[config.mk]
export PLATFORM = sky130hd
export DESIGN_NAME = pwr_req_seq
export DESIGN_NICKNAME = d
export VERILOG_FILES = /design/src/rtl/pwr_seq_pkg.sv /design/src/rtl/pwr_seq_bus.sv /design/src/rtl/pwr_seq_cnt.sv /design/src/rtl/pwr_req_seq.sv
export SDC_FILE = /design/constraint.sdc
export NUM_CORES = 1
export LEC_CHECK = 0
export BUFFER_PORTS_ARGS = -buffer_cell sky130_fd_sc_hd__clkbuf_2
export CORE_AREA = 5 5 94 161
export CTS_CLUSTER_SIZE = 10
export DETAILED_ROUTE_END_ITERATION = 12
export DIE_AREA = 0 0 99 166
export PLACE_DENSITY_LB_ADDON = 0.08
export SYNTH_ARGS = -nofsm -noshare
export SYNTH_HDL_FRONTEND = slang
export SYNTH_HIERARCHICAL = 1
export SYNTH_SLANG_ARGS = --single-unit
[constraint.sdc]
create_clock -name clk_i -period 3 [get_ports clk_i]
set_input_delay 0.15 -clock clk_i [delete_from_list [all_inputs] [get_ports clk_i]]
set_output_delay 0.15 -clock clk_i [all_outputs]
set_load 0.01 [all_outputs]
[src/rtl/pwr_seq_pkg.sv]
`timescale 1ns/1ps
package pwr_seq_pkg;

  // common register block
  localparam int unsigned OFS_STAT     = 'h00;
  localparam int unsigned OFS_IRQ_STAT = 'h04;
  localparam int unsigned OFS_IRQ_CLR  = 'h08;
  localparam int unsigned OFS_IRQ_EN   = 'h0C;
  localparam int unsigned OFS_IRQ_MASK = 'h10;

  // per-channel block
  localparam int unsigned CH_OFF = 'h04;
  localparam int unsigned CH_ON  = 'h0C;
  localparam int unsigned CH_ERR = 'h14;

  typedef enum logic [1:0] {
    ST_OK        = 2'b00,
    ST_NOT_READY = 2'b01,
    ST_IO_ERR    = 2'b10
  } pwr_stat_e;

  typedef enum logic [4:0] {
    S_IDLE, S_EXT_SET, S_IMR_RD, S_IMR_WR, S_IER_RD, S_IER_WR, S_ISC_CLR,
    S_RDY_RD, S_RDY_WAIT, S_DLY_WAIT, S_SUBMIT, S_ERR_RD, S_RETRY_WAIT,
    S_IRQ_RD, S_IRQ_WAIT, S_FIN_CLR, S_EXT_CLR
  } seq_state_e;

endpackage

[src/rtl/pwr_seq_bus.sv]
`timescale 1ns/1ps
module pwr_seq_bus #(
  parameter int unsigned AW = 16,
  parameter int unsigned DW = 32
) (
  input  logic          clk_i,
  input  logic          rst_ni,
  input  logic          issue_i,
  input  logic [AW-1:0] addr_i,
  input  logic [DW-1:0] wdata_i,
  input  logic          we_i,
  input  logic          bus_ack_i,
  output logic          bus_req_o,
  output logic [AW-1:0] bus_addr_o,
  output logic [DW-1:0] bus_wdata_o,
  output logic          bus_we_o,
  output logic          cpl_o,
  output logic          busy_o
);

  logic          req_q;
  logic [AW-1:0] addr_q;
  logic [DW-1:0] wdata_q;
  logic          we_q;

  always_ff @(posedge clk_i or negedge rst_ni) begin
    if (!rst_ni) begin
      req_q   <= 1'b0;
      addr_q  <= '0;
      wdata_q <= '0;
      we_q    <= 1'b0;
    end else if (req_q && bus_ack_i) begin
      req_q <= 1'b0;
    end else if (issue_i && !req_q) begin
      req_q   <= 1'b1;
      addr_q  <= addr_i;
      wdata_q <= wdata_i;
      we_q    <= we_i;
    end
  end

  assign bus_req_o   = req_q;
  assign bus_addr_o  = addr_q;
  assign bus_wdata_o = wdata_q;
  assign bus_we_o    = we_q;
  assign cpl_o       = req_q & bus_ack_i;
  assign busy_o      = req_q;

  // strobe and payload held until the handshake
  a_r11_req_hold: assert property (@(posedge clk_i) disable iff (!rst_ni)
    (bus_req_o && !bus_ack_i) |=> (bus_req_o && $stable(bus_addr_o) &&
                                   $stable(bus_wdata_o) && $stable(bus_we_o)));

endmodule

[src/rtl/pwr_seq_cnt.sv]
`timescale 1ns/1ps
module pwr_seq_cnt #(
  parameter int unsigned LIMIT = 1000
) (
  input  logic clk_i,
  input  logic rst_ni,
  input  logic clr_i,
  input  logic inc_i,
  output logic last_o
);

  localparam int unsigned W = (LIMIT > 1) ? $clog2(LIMIT) : 1;

  logic [W-1:0] cnt_q;

  always_ff @(posedge clk_i or negedge rst_ni) begin
    if (!rst_ni)    cnt_q <= '0;
    else if (clr_i) cnt_q <= '0;
    else if (inc_i) cnt_q <= cnt_q + 1'b1;
  end

  assign last_o = (cnt_q == W'(LIMIT - 1));

  // attempt count never passes its limit
  a_r7_cnt_in_range: assert property (@(posedge clk_i) disable iff (!rst_ni)
    cnt_q <= W'(LIMIT - 1));

endmodule

[src/rtl/pwr_req_seq.sv]
`timescale 1ns/1ps
module pwr_req_seq
  import pwr_seq_pkg::*;
#(
  parameter int unsigned AW          = 16,
  parameter int unsigned DW          = 32,
  parameter int unsigned POLL_LIMIT  = 1000,
  parameter int unsigned RETRY_LIMIT = 1000,
  parameter int unsigned EXT_OFFS    = 'h180,
  parameter logic [DW-1:0] EXT_VAL   = '0,
  localparam int unsigned IW         = $clog2(DW)
) (
  input  logic          clk_i,
  input  logic          rst_ni,
  input  logic          tick_i,
  input  logic          start_i,
  input  logic          cmd_on_i,
  input  logic [AW-1:0] cmd_chan_offs_i,
  input  logic [IW-1:0] cmd_chan_bit_i,
  input  logic [IW-1:0] cmd_irq_bit_i,
  input  logic          cmd_off_dly_i,
  output logic          done_o,
  output logic [1:0]    status_o,
  output logic          bus_req_o,
  output logic          bus_we_o,
  output logic [AW-1:0] bus_addr_o,
  output logic [DW-1:0] bus_wdata_o,
  input  logic [DW-1:0] bus_rdata_i,
  input  logic          bus_ack_i
);

  localparam bit EXT_ACTIVE = (EXT_VAL != '0);
  localparam logic [AW-1:0] EXT_ADDR = AW'(EXT_OFFS);

  seq_state_e state_q, state_d, exit_st;
  logic          on_q, dly_q;
  logic [AW-1:0] chan_q;
  logic [IW-1:0] cbit_q, ibit_q;
  logic [DW-1:0] tmp_q;
  pwr_stat_e     stat_q, stat_new;
  logic          done_q, fin, stat_upd, tmp_ld;
  logic          poll_inc, poll_clr, poll_last;
  logic          rtry_inc, rtry_clr, rtry_last;

  logic          bus_stage, issue, cpl, bus_busy, acc_we;
  logic [AW-1:0] acc_addr;
  logic [DW-1:0] acc_wdata, irq_mask, chan_mask;
  logic          rdy_hit, chan_hit, irq_hit;

  assign irq_mask  = DW'(1) << ibit_q;
  assign chan_mask = DW'(1) << cbit_q;
  assign rdy_hit   = on_q ? bus_rdata_i[1] : bus_rdata_i[0];
  assign chan_hit  = bus_rdata_i[cbit_q];
  assign irq_hit   = bus_rdata_i[ibit_q];
  assign exit_st   = EXT_ACTIVE ? S_EXT_CLR : S_IDLE;

  // access selected by the current stage
  always_comb begin
    bus_stage = 1'b1;
    acc_we    = 1'b0;
    acc_addr  = '0;
    acc_wdata = '0;
    unique case (state_q)
      S_EXT_SET: begin acc_we = 1'b1; acc_addr = EXT_ADDR; acc_wdata = EXT_VAL; end
      S_IMR_RD:  acc_addr = AW'(OFS_IRQ_MASK);
      S_IMR_WR:  begin acc_we = 1'b1; acc_addr = AW'(OFS_IRQ_MASK); acc_wdata = tmp_q | irq_mask; end
      S_IER_RD:  acc_addr = AW'(OFS_IRQ_EN);
      S_IER_WR:  begin acc_we = 1'b1; acc_addr = AW'(OFS_IRQ_EN); acc_wdata = tmp_q | irq_mask; end
      S_ISC_CLR, S_FIN_CLR: begin acc_we = 1'b1; acc_addr = AW'(OFS_IRQ_CLR); acc_wdata = irq_mask; end
      S_RDY_RD:  acc_addr = AW'(OFS_STAT);
      S_SUBMIT:  begin
        acc_we    = 1'b1;
        acc_addr  = chan_q + (on_q ? AW'(CH_ON) : AW'(CH_OFF));
        acc_wdata = chan_mask;
      end
      S_ERR_RD:  acc_addr = chan_q + AW'(CH_ERR);
      S_IRQ_RD:  acc_addr = AW'(OFS_IRQ_STAT);
      S_EXT_CLR: begin acc_we = 1'b1; acc_addr = EXT_ADDR; end
      default:   bus_stage = 1'b0;
    endcase
  end

  assign issue = bus_stage & ~bus_busy;

  pwr_seq_bus #(.AW(AW), .DW(DW)) u_bus (
    .clk_i       (clk_i),
    .rst_ni      (rst_ni),
    .issue_i     (issue),
    .addr_i      (acc_addr),
    .wdata_i     (acc_wdata),
    .we_i        (acc_we),
    .bus_ack_i   (bus_ack_i),
    .bus_req_o   (bus_req_o),
    .bus_addr_o  (bus_addr_o),
    .bus_wdata_o (bus_wdata_o),
    .bus_we_o    (bus_we_o),
    .cpl_o       (cpl),
    .busy_o      (bus_busy)
  );

  pwr_seq_cnt #(.LIMIT(POLL_LIMIT)) u_poll_cnt (
    .clk_i  (clk_i),
    .rst_ni (rst_ni),
    .clr_i  (poll_clr),
    .inc_i  (poll_inc),
    .last_o (poll_last)
  );

  pwr_seq_cnt #(.LIMIT(RETRY_LIMIT)) u_rtry_cnt (
    .clk_i  (clk_i),
    .rst_ni (rst_ni),
    .clr_i  (rtry_clr),
    .inc_i  (rtry_inc),
    .last_o (rtry_last)
  );

  always_comb begin
    state_d  = state_q;
    fin      = 1'b0;
    poll_inc = 1'b0;
    poll_clr = (state_q == S_IDLE);
    rtry_inc = 1'b0;
    rtry_clr = (state_q == S_IDLE);
    stat_upd = 1'b0;
    stat_new = ST_OK;
    tmp_ld   = 1'b0;
    unique case (state_q)
      S_IDLE: if (start_i) begin
        stat_upd = 1'b1;
        state_d  = EXT_ACTIVE ? S_EXT_SET : S_IMR_RD;
      end
      S_EXT_SET: if (cpl) state_d = S_IMR_RD;
      S_IMR_RD:  if (cpl) begin tmp_ld = 1'b1; state_d = S_IMR_WR; end
      S_IMR_WR:  if (cpl) state_d = S_IER_RD;
      S_IER_RD:  if (cpl) begin tmp_ld = 1'b1; state_d = S_IER_WR; end
      S_IER_WR:  if (cpl) state_d = S_ISC_CLR;
      S_ISC_CLR: if (cpl) state_d = S_RDY_RD;
      S_RDY_RD: if (cpl) begin
        if (rdy_hit) begin
          poll_clr = 1'b1;
          state_d  = (!on_q && dly_q) ? S_DLY_WAIT : S_SUBMIT;
        end else if (poll_last) begin
          poll_clr = 1'b1;
          stat_upd = 1'b1;
          stat_new = ST_NOT_READY;
          state_d  = exit_st;
          fin      = ~EXT_ACTIVE;
        end else begin
          poll_inc = 1'b1;
          state_d  = S_RDY_WAIT;
        end
      end
      S_RDY_WAIT:   if (tick_i) state_d = S_RDY_RD;
      S_DLY_WAIT:   if (tick_i) state_d = S_SUBMIT;
      S_SUBMIT:     if (cpl) state_d = S_ERR_RD;
      S_ERR_RD: if (cpl) begin
        if (!chan_hit) begin
          rtry_clr = 1'b1;
          state_d  = S_IRQ_RD;
        end else if (rtry_last) begin
          rtry_clr = 1'b1;
          stat_upd = 1'b1;
          stat_new = ST_IO_ERR;
          state_d  = exit_st;
          fin      = ~EXT_ACTIVE;
        end else begin
          rtry_inc = 1'b1;
          state_d  = S_RETRY_WAIT;
        end
      end
      S_RETRY_WAIT: if (tick_i) state_d = S_RDY_RD;
      S_IRQ_RD: if (cpl) begin
        if (irq_hit) begin
          poll_clr = 1'b1;
          state_d  = S_FIN_CLR;
        end else if (poll_last) begin
          poll_clr = 1'b1;
          stat_upd = 1'b1;
          stat_new = ST_IO_ERR;
          state_d  = S_FIN_CLR;
        end else begin
          poll_inc = 1'b1;
          state_d  = S_IRQ_WAIT;
        end
      end
      S_IRQ_WAIT: if (tick_i) state_d = S_IRQ_RD;
      S_FIN_CLR: if (cpl) begin
        state_d = exit_st;
        fin     = ~EXT_ACTIVE;
      end
      S_EXT_CLR: if (cpl) begin
        state_d = S_IDLE;
        fin     = 1'b1;
      end
      default: state_d = S_IDLE;
    endcase
  end

  always_ff @(posedge clk_i or negedge rst_ni) begin
    if (!rst_ni) begin
      state_q <= S_IDLE;
      on_q    <= 1'b0;
      dly_q   <= 1'b0;
      chan_q  <= '0;
      cbit_q  <= '0;
      ibit_q  <= '0;
      tmp_q   <= '0;
      stat_q  <= ST_OK;
      done_q  <= 1'b0;
    end else begin
      state_q <= state_d;
      done_q  <= fin;
      if (state_q == S_IDLE && start_i) begin
        on_q   <= cmd_on_i;
        dly_q  <= cmd_off_dly_i;
        chan_q <= cmd_chan_offs_i;
        cbit_q <= cmd_chan_bit_i;
        ibit_q <= cmd_irq_bit_i;
      end
      if (tmp_ld)   tmp_q  <= bus_rdata_i;
      if (stat_upd) stat_q <= stat_new;
    end
  end

  assign done_o   = done_q;
  assign status_o = stat_q;

  // done is a single-cycle pulse with a legal code
  a_r10_done_pulse: assert property (@(posedge clk_i) disable iff (!rst_ni)
    done_o |=> !done_o);
  a_r10_stat_legal: assert property (@(posedge clk_i) disable iff (!rst_ni)
    done_o |-> (status_o != 2'b11));
  // no bus activity while idle
  a_r2_idle_quiet: assert property (@(posedge clk_i) disable iff (!rst_ni)
    (state_q == S_IDLE) |-> !bus_req_o);

  generate
    if (EXT_ACTIVE) begin : g_ext_chk
      // the external mask release is the final handshake
      a_r9_ext_last: assert property (@(posedge clk_i) disable iff (!rst_ni)
        done_o |-> $past(bus_req_o && bus_ack_i && bus_we_o &&
                         bus_addr_o == EXT_ADDR && bus_wdata_o == '0));
    end
  endgenerate

endmodule

## Yosys cells after proc, flatten, opt, wreduce, memory -nomap -nowiden

Cells that the tools add are included.

- Output and inout bits: 53
- Word-level logic and storage cells: 165
- Input port bits: 65
- Register bits: 138

- $lt $le $gt $ge: 2
- Add/subtract/negate cells: 4
- Shift operators: 2
- Bitwise operators: 5
- Equal/unequal tests: 33
- Multiplexer cells: 82
- Reduce and logical (&&, ||, !) cells: 22

Operators with widths:

| kind | number |
|---|---|
| 16-bit one-hot mux with 7 select lines | 1 |
| 32-bit one-hot mux with 3 select lines | 1 |
| 5-bit two-way mux | 15 |
| 5-bit one-hot mux with 15 select lines | 1 |
| 1-bit by 5-bit << shifter with 32-bit output, first input constant | 2 |
| 1-bit two-way mux | 41 |
| 5-bit by 4-bit equality test with 1-bit output, second input constant | 8 |
| 10-bit two-way mux | 4 |
| 32-bit bitwise OR | 1 |
| 2-bit != test, second input constant | 13 |
| 10-bit by 1-bit adder with 10-bit output, second input constant | 2 |
| 10-bit equality test, second input constant | 2 |
| 5-bit by 3-bit equality test with 1-bit output, second input constant | 4 |
| 4-bit two-way mux | 5 |
| 16-bit by 4-bit adder with 16-bit output | 1 |
| 16-bit by 5-bit adder with 16-bit output, second input constant | 1 |
| 2-bit OR reduction | 8 |
| 15-bit AND reduction | 1 |
| 2-bit two-way mux | 7 |
| 5-bit by 6-bit less-than comparator with 1-bit output, second input constant | 2 |
| 12-bit OR reduction | 1 |
| 1-bit binary-select mux with 5-bit select | 2 |
| 5-bit by 2-bit equality test with 1-bit output, second input constant | 2 |
| 7-bit OR reduction | 1 |
| 14 further kinds | 24 |

## Depth between registers and ports, before layout

- Depth in word-level cells: 7
- Mapped depth: 14
- Mapped depth without buffers: 12

## Cells and area by module

Netlist, hierarchy kept.

Modules (own cells, without submodules):

| module | times used | seq. area each (um2) | cells an instance | area an instance (um2) |
|---|---|---|---|---|
| pwr_req_seq | 1 | 1676.6 | 465 | 4601.9 |
| pwr_seq_bus | 1 | 1251.2 | 110 | 2085.8 |
| pwr_seq_cnt | 2 | 250.2 | 51 | 526.8 |

## Least setup slack after synthesis

OpenSTA, ideal clock, no wires.

- Path type: reg2reg
- Start point: register state_q[0]
- End point: register u_bus.addr_q[9], in the netlist u_bus/bus_addr_o[9]
- Path buffers: 1
- Stages on the path, launching flop included: 14
- Slack: 0.325 ns
- Arrival time: 2.550 ns
- Clock period less this slack: 2.675 ns
- Setup time: 0.125 ns
- Data required time: 2.875 ns
- Cells stage by stage: dfrtp_1 clkbuf_1 nand2_1 nor3_1 nand2b_1 inv_1 ha_1 a21o_1 a21oi_1 nor2b_1 nand4_1 xor2_1 nor2_1 mux2_4

- Elaborated cells between the ends (all ways): 22
- Classes of those cells: eq/ne (12); mux (2); bitwise (1); reduce/logical (7)

RTL lines:

| what | RTL line | text |
|---|---|---|
| from (decl) | pwr_req_seq.sv:35 | `seq_state_e state_q, state_d, exit_st;` |
| from (signal assigned) | pwr_req_seq.sv:211 | `state_q <= state_d;` |
| 5-bit equality test (tied with other cells) | pwr_req_seq.sv:63 | `unique case (state_q)` |
| 2-bit OR reduction, on equally long branches | - |  |
| 16-bit one-hot mux with 7 select lines * | pwr_req_seq.sv:63 |  |
| net acc_addr[9] | pwr_req_seq.sv:46 | `logic [AW-1:0] acc_addr;` |
| to (signal assigned) | pwr_seq_bus.sv:36 | `addr_q <= addr_i;` |
| to (decl) | pwr_seq_bus.sv:22 | `logic [AW-1:0] addr_q;` |

Mark *: on every way through the listed nets, which the timed path passes. The rest lies on a longest branch.
A chain may end at the register's enable or synchronous reset.

## Worst setup path in the final report

- Start point: register cbit_q[1]
- End point: register u_rtry_cnt.cnt_q[7]

- Longest elaborated chain between the ends: 6
- Elaborated cells between the ends (all ways): 10
- Classes of those cells: mux (9); reduce/logical (1)

Ends and longest elaborated chain:

| what | RTL line | text |
|---|---|---|
| from (decl) | pwr_req_seq.sv:38 | `logic [IW-1:0] cbit_q, ibit_q;` |
| from (signal assigned) | pwr_req_seq.sv:217 | `cbit_q <= cmd_chan_bit_i;` |
| 1-bit binary-select mux with 5-bit select | pwr_req_seq.sv:53 | `assign chan_hit = bus_rdata_i[cbit_q];` |
| 1-bit two-way mux (implied by the code) | pwr_req_seq.sv:53 |  |
| 1-bit two-way mux | pwr_req_seq.sv:157 | `if (!chan_hit) begin` |
| 1-bit two-way mux | pwr_req_seq.sv:156 | `S_ERR_RD: if (cpl) begin` |
| 1-bit two-way mux | pwr_req_seq.sv:127 | `unique case (state_q)` |
| net rtry_inc | pwr_req_seq.sv:43 | `logic rtry_inc, rtry_clr, rtry_last;` |
| 2-bit nonzero test (no line) | - |  |
| to (signal assigned) | pwr_seq_cnt.sv:19 | `else if (inc_i) cnt_q <= cnt_q + 1'b1;` |
| to (decl) | pwr_seq_cnt.sv:14 | `logic [W-1:0] cnt_q;` |

The timed path passes the listed nets, and every way through them passes these cells. The select of a mux whose other input is x is not followed.

==> impl_metrics.toml <==
[setup_path]
crit_type = "flip-flop to flip-flop"
critPathArrivalTime_ps = 3100
r2r_end = "u_rtry_cnt/cnt_q[7]"
crit_required_ps = 3340
cpLargestDelayFamily = "simple AND/OR/NAND/NOR gates"
crit_chain = "buf_4 -> mux2i_1 -> a22o_1 -> nor4_1 -> a41oi_2 -> and2_1 -> nor3_1 -> buf_4 -> o211ai_4 -> or4_1 -> a21oi_1"
cp_slowest_stage_delay_ps = 430
end_kind = "flip-flop"
worstSetupEndpoint = "u_rtry_cnt/cnt_q[7]"
critical_path_depth = 11
cp_common_cell = "buf_4"
path_max_fanout = 15
ff2ff_setup_slack_ps = 240
start_kind = "flip-flop"
rr_worst_depth = 11
slowest_stage = "or4_1"
crit_start = "cbit_q[1]"
r2r_start = "cbit_q[1]"
cp_num_buf_inv = 2

[final_layout]
final_layout_size_suffix_gt1_share_pct = 33.0
fin_util_pct = 69.2
nFillCells = 1055
seq_area_um2 = 3430
num_antenna_cells = 0
finalNonFillerCells = 1022
multiInputGateArea_um2 = 4000
fin_nets = 903
area_growth_pct = 23.0

[global_route]
grt_usage_pct = 25.6
antenna_found_initial = 0
grt_max_degree = 81
grt_overflow_total = 0
grt_first_pass_wirelength_um = 33300
grt_pass1_vias = 6332

[yosys]
synthCells = 677
ys_ff_latch = 137
synth.distinct_cells = 66
synth_xor_xnor_area_share_pct = 2.38
ys_top_cells_by_count = "dfrtp_1, nand2_1, mux2_4"
syn_area_um2 = 7740
synth.area.mux_share_pct = 24.0
yosysWarnings = 6
synth_compound_area_share_pct = 10.9
synth_fp_nets = 747
synth-seq-area-share_pct = 44.3
synthAdderAreaFrac_pct = 0.905
synthArstFlopShare_pct = 100
synthSimpleGateAreaFrac_pct = 13.2
post-synth-top-count-cell = "dfrtp_1"
avgSynthCellArea_um2 = 11.4
synth_top_area_share_pct = 44.3
synth_top_family_by_area = "multiplexers"
synth-main-ff-cell = "dfrtp_1"
synthTopCellsByArea = "dfrtp_1, mux2_4, mux2_1, mux2_2, o221ai_1"
synth_largest_area_cell = "dfrtp_1"
synth_edf_count = 0

[drt]
dr.pass1.iters = 5
drt_wl_total_um = 20600
drt_iter0_drc = 208
drc_errors = 0
viasPerCell = 5.89
ant_nets = 0
routedWlPerCell_um = 20.2
vias = 6015

[flow_run]
cap_violations = 0

[floorplan]
num_io_pins = 118
coreArea_um2 = 13800
start_util_pct = 56.2
die_w_um = 99
die-area_um2 = 16400
fp-row-count = 57
die_y_um = 166

[worst_hold_path]
worst_hold_path_type = "primary input to flip-flop"
min_path_cells = 2

[pwr]
p_int_w = 0.00549
p_sw_share_pct = 37.6
pwr-share-seq_pct = 33.6
ir_worst_vdd_mv = 0.563
p_sw_w = 0.00331
p_per_area_nw_per_um2 = 924
leakagePower_nw = 4.36
p_comb_share_pct = 42.6
clkPwrFrac_pct = 23.8

[timing]
rsz0062_at_grt = "false"
tns_ps = 0
period_share_pct = 92.0
setup_viol = 0
fmax_ghz = 0.363
fin_skew_ps = 11.6
fin_crit_ps = 2760
hold_violations = 0
worstMarginPinSlew_ps = 727
max-slew-margin-rel_pct = 51.5
finalMaxSlewViolations = 0

[clock_network]
htreeDepth = 4
numClockSinks = 137
clockBufferDepth = 2
cts_root_buffer = "clkbuf_16"
clk_latency_ps = 420
cts_tree = "built"
cts_buffers = 17
path_clk_slew_ps = 60

[placement]
hpwl_um = 15400
io_buffers = 117
gp_congestion = 0.938
dp.cells = 950

[status]
status = "complete, no violations"
## timing repair
action	CTS	global route
hold buffers	41	0
hold endpoints to repair	119	0
gates resized for setup	0	5
setup buffers	0	0
setup endpoints to repair	0	11
## sequential cells by signal (all words and copies together) (netlist names)
| signal | count |
|---|---|
| cbit_q | 5 |
| chan_q | 16 |
| dly_q | 1 |
| done_o | 1 |
| ibit_q | 5 |
| on_q | 1 |
| state_q | 4 |
| status_o | 2 |
| tmp_q | 32 |
| u_bus/bus_addr_o | 16 |
| u_bus/bus_req_o | 1 |
| u_bus/bus_wdata_o | 32 |
| u_bus/bus_we_o | 1 |
| u_poll_cnt/cnt_q | 10 |
| u_rtry_cnt/cnt_q | 10 |
## power groups by stage
stage | Clock, W | Combinational [W] | Sequential, W
floorplan | 0 | 0.00286 | 0.00282
global placement | 0 | 0.00359 | 0.00294
detailed placement | 0 | 0.00368 | 0.00298
CTS | 0.00213 | 0.00375 | 0.00295
global route | 0.00221 | 0.00403 | 0.00304
finish | 0.00209 | 0.00375 | 0.00296
## worst min path at each step
stage	start	end	slack [ps]
final	bus_rdata_i[26]	tmp_q[26]	3
after CTS	bus_rdata_i[17]	tmp_q[17]	0.1
after floorplan	rst_ni	cbit_q[0]	-150
after detailed placement	rst_ni	u_bus/bus_wdata_o[7]	240
after global placement	rst_ni	u_bus/bus_wdata_o[5]	230
after global routing	bus_rdata_i[19]	tmp_q[19]	10
## layer usage
metal	share of wire, %	routed length, um	vias to the layer above	GRT usage [%]
li1	-	-	2791	-
met1	36	7400	2992	28.0
met2	56	11500	186	47.3
met3	3.8	790	46	3.57
met4	4.4	912	0	12.5
met5	0	0	-	0
## layout by cell type, fill, tap and decap left out, drive strengths merged, types with 4 or more instances in the layout
cell type	count
mux2i	26
a22oi	4
o21ai	10
nand3	17
dlygate4sd3	41
o32ai	4
nor2b	18
nor2	39
buf	27
mux2	111
nor3b	5
a21oi	20
ha	4
xnor2	5
nand2b	7
or4	9
o211ai	4
clkinvlp	5
clkbuf	133
inv	18
a22o	4
dfrtp	137
nor3	8
o221ai	33
xor2	16
o31ai	9
mux4	7
nand4	7
nand2	74
## through the flow
stage | hold WS [ps] | area, um^2 | total power [W] | worst slack [ps]
2_1_floorplan | -146 | 7740 | 0.00568 | 325
3_3_place_gp | 235 | 8510 | 0.00653 | 170
3_5_place_dp | 244 | 8510 | 0.00666 | 48.6
4_1_cts | 0.110 | 9510 | 0.00884 | 17.6
5_1_grt | 9.75 | 9520 | 0.00928 | 18.0
6_report | 3.18 | 9520 | 0.00880 | 241
## cells by family after synthesis
kind of cell	after synthesis
DFF	137
adders and majority gates	5
AOI/OAI and AO/OA	107
xor gates and xnor gates	21
buffers and inverters	59
muxes	144
and+or+nand+nor	204
## layout make-up
| class | instances | share of cell area [%] |
|---|---|---|
| multi-input cells | 481 | 42.0 |
| clock buffers | 17 | 4.47 |
| repair buffers | 184 | 13.0 |
| clock inverters | 14 | 1.70 |
| well taps | 177 | 2.33 |
| inverters | 12 | 0.473 |
| flip-flops and latches | 137 | 36.0 |
(Power assumes the default switching activity.)
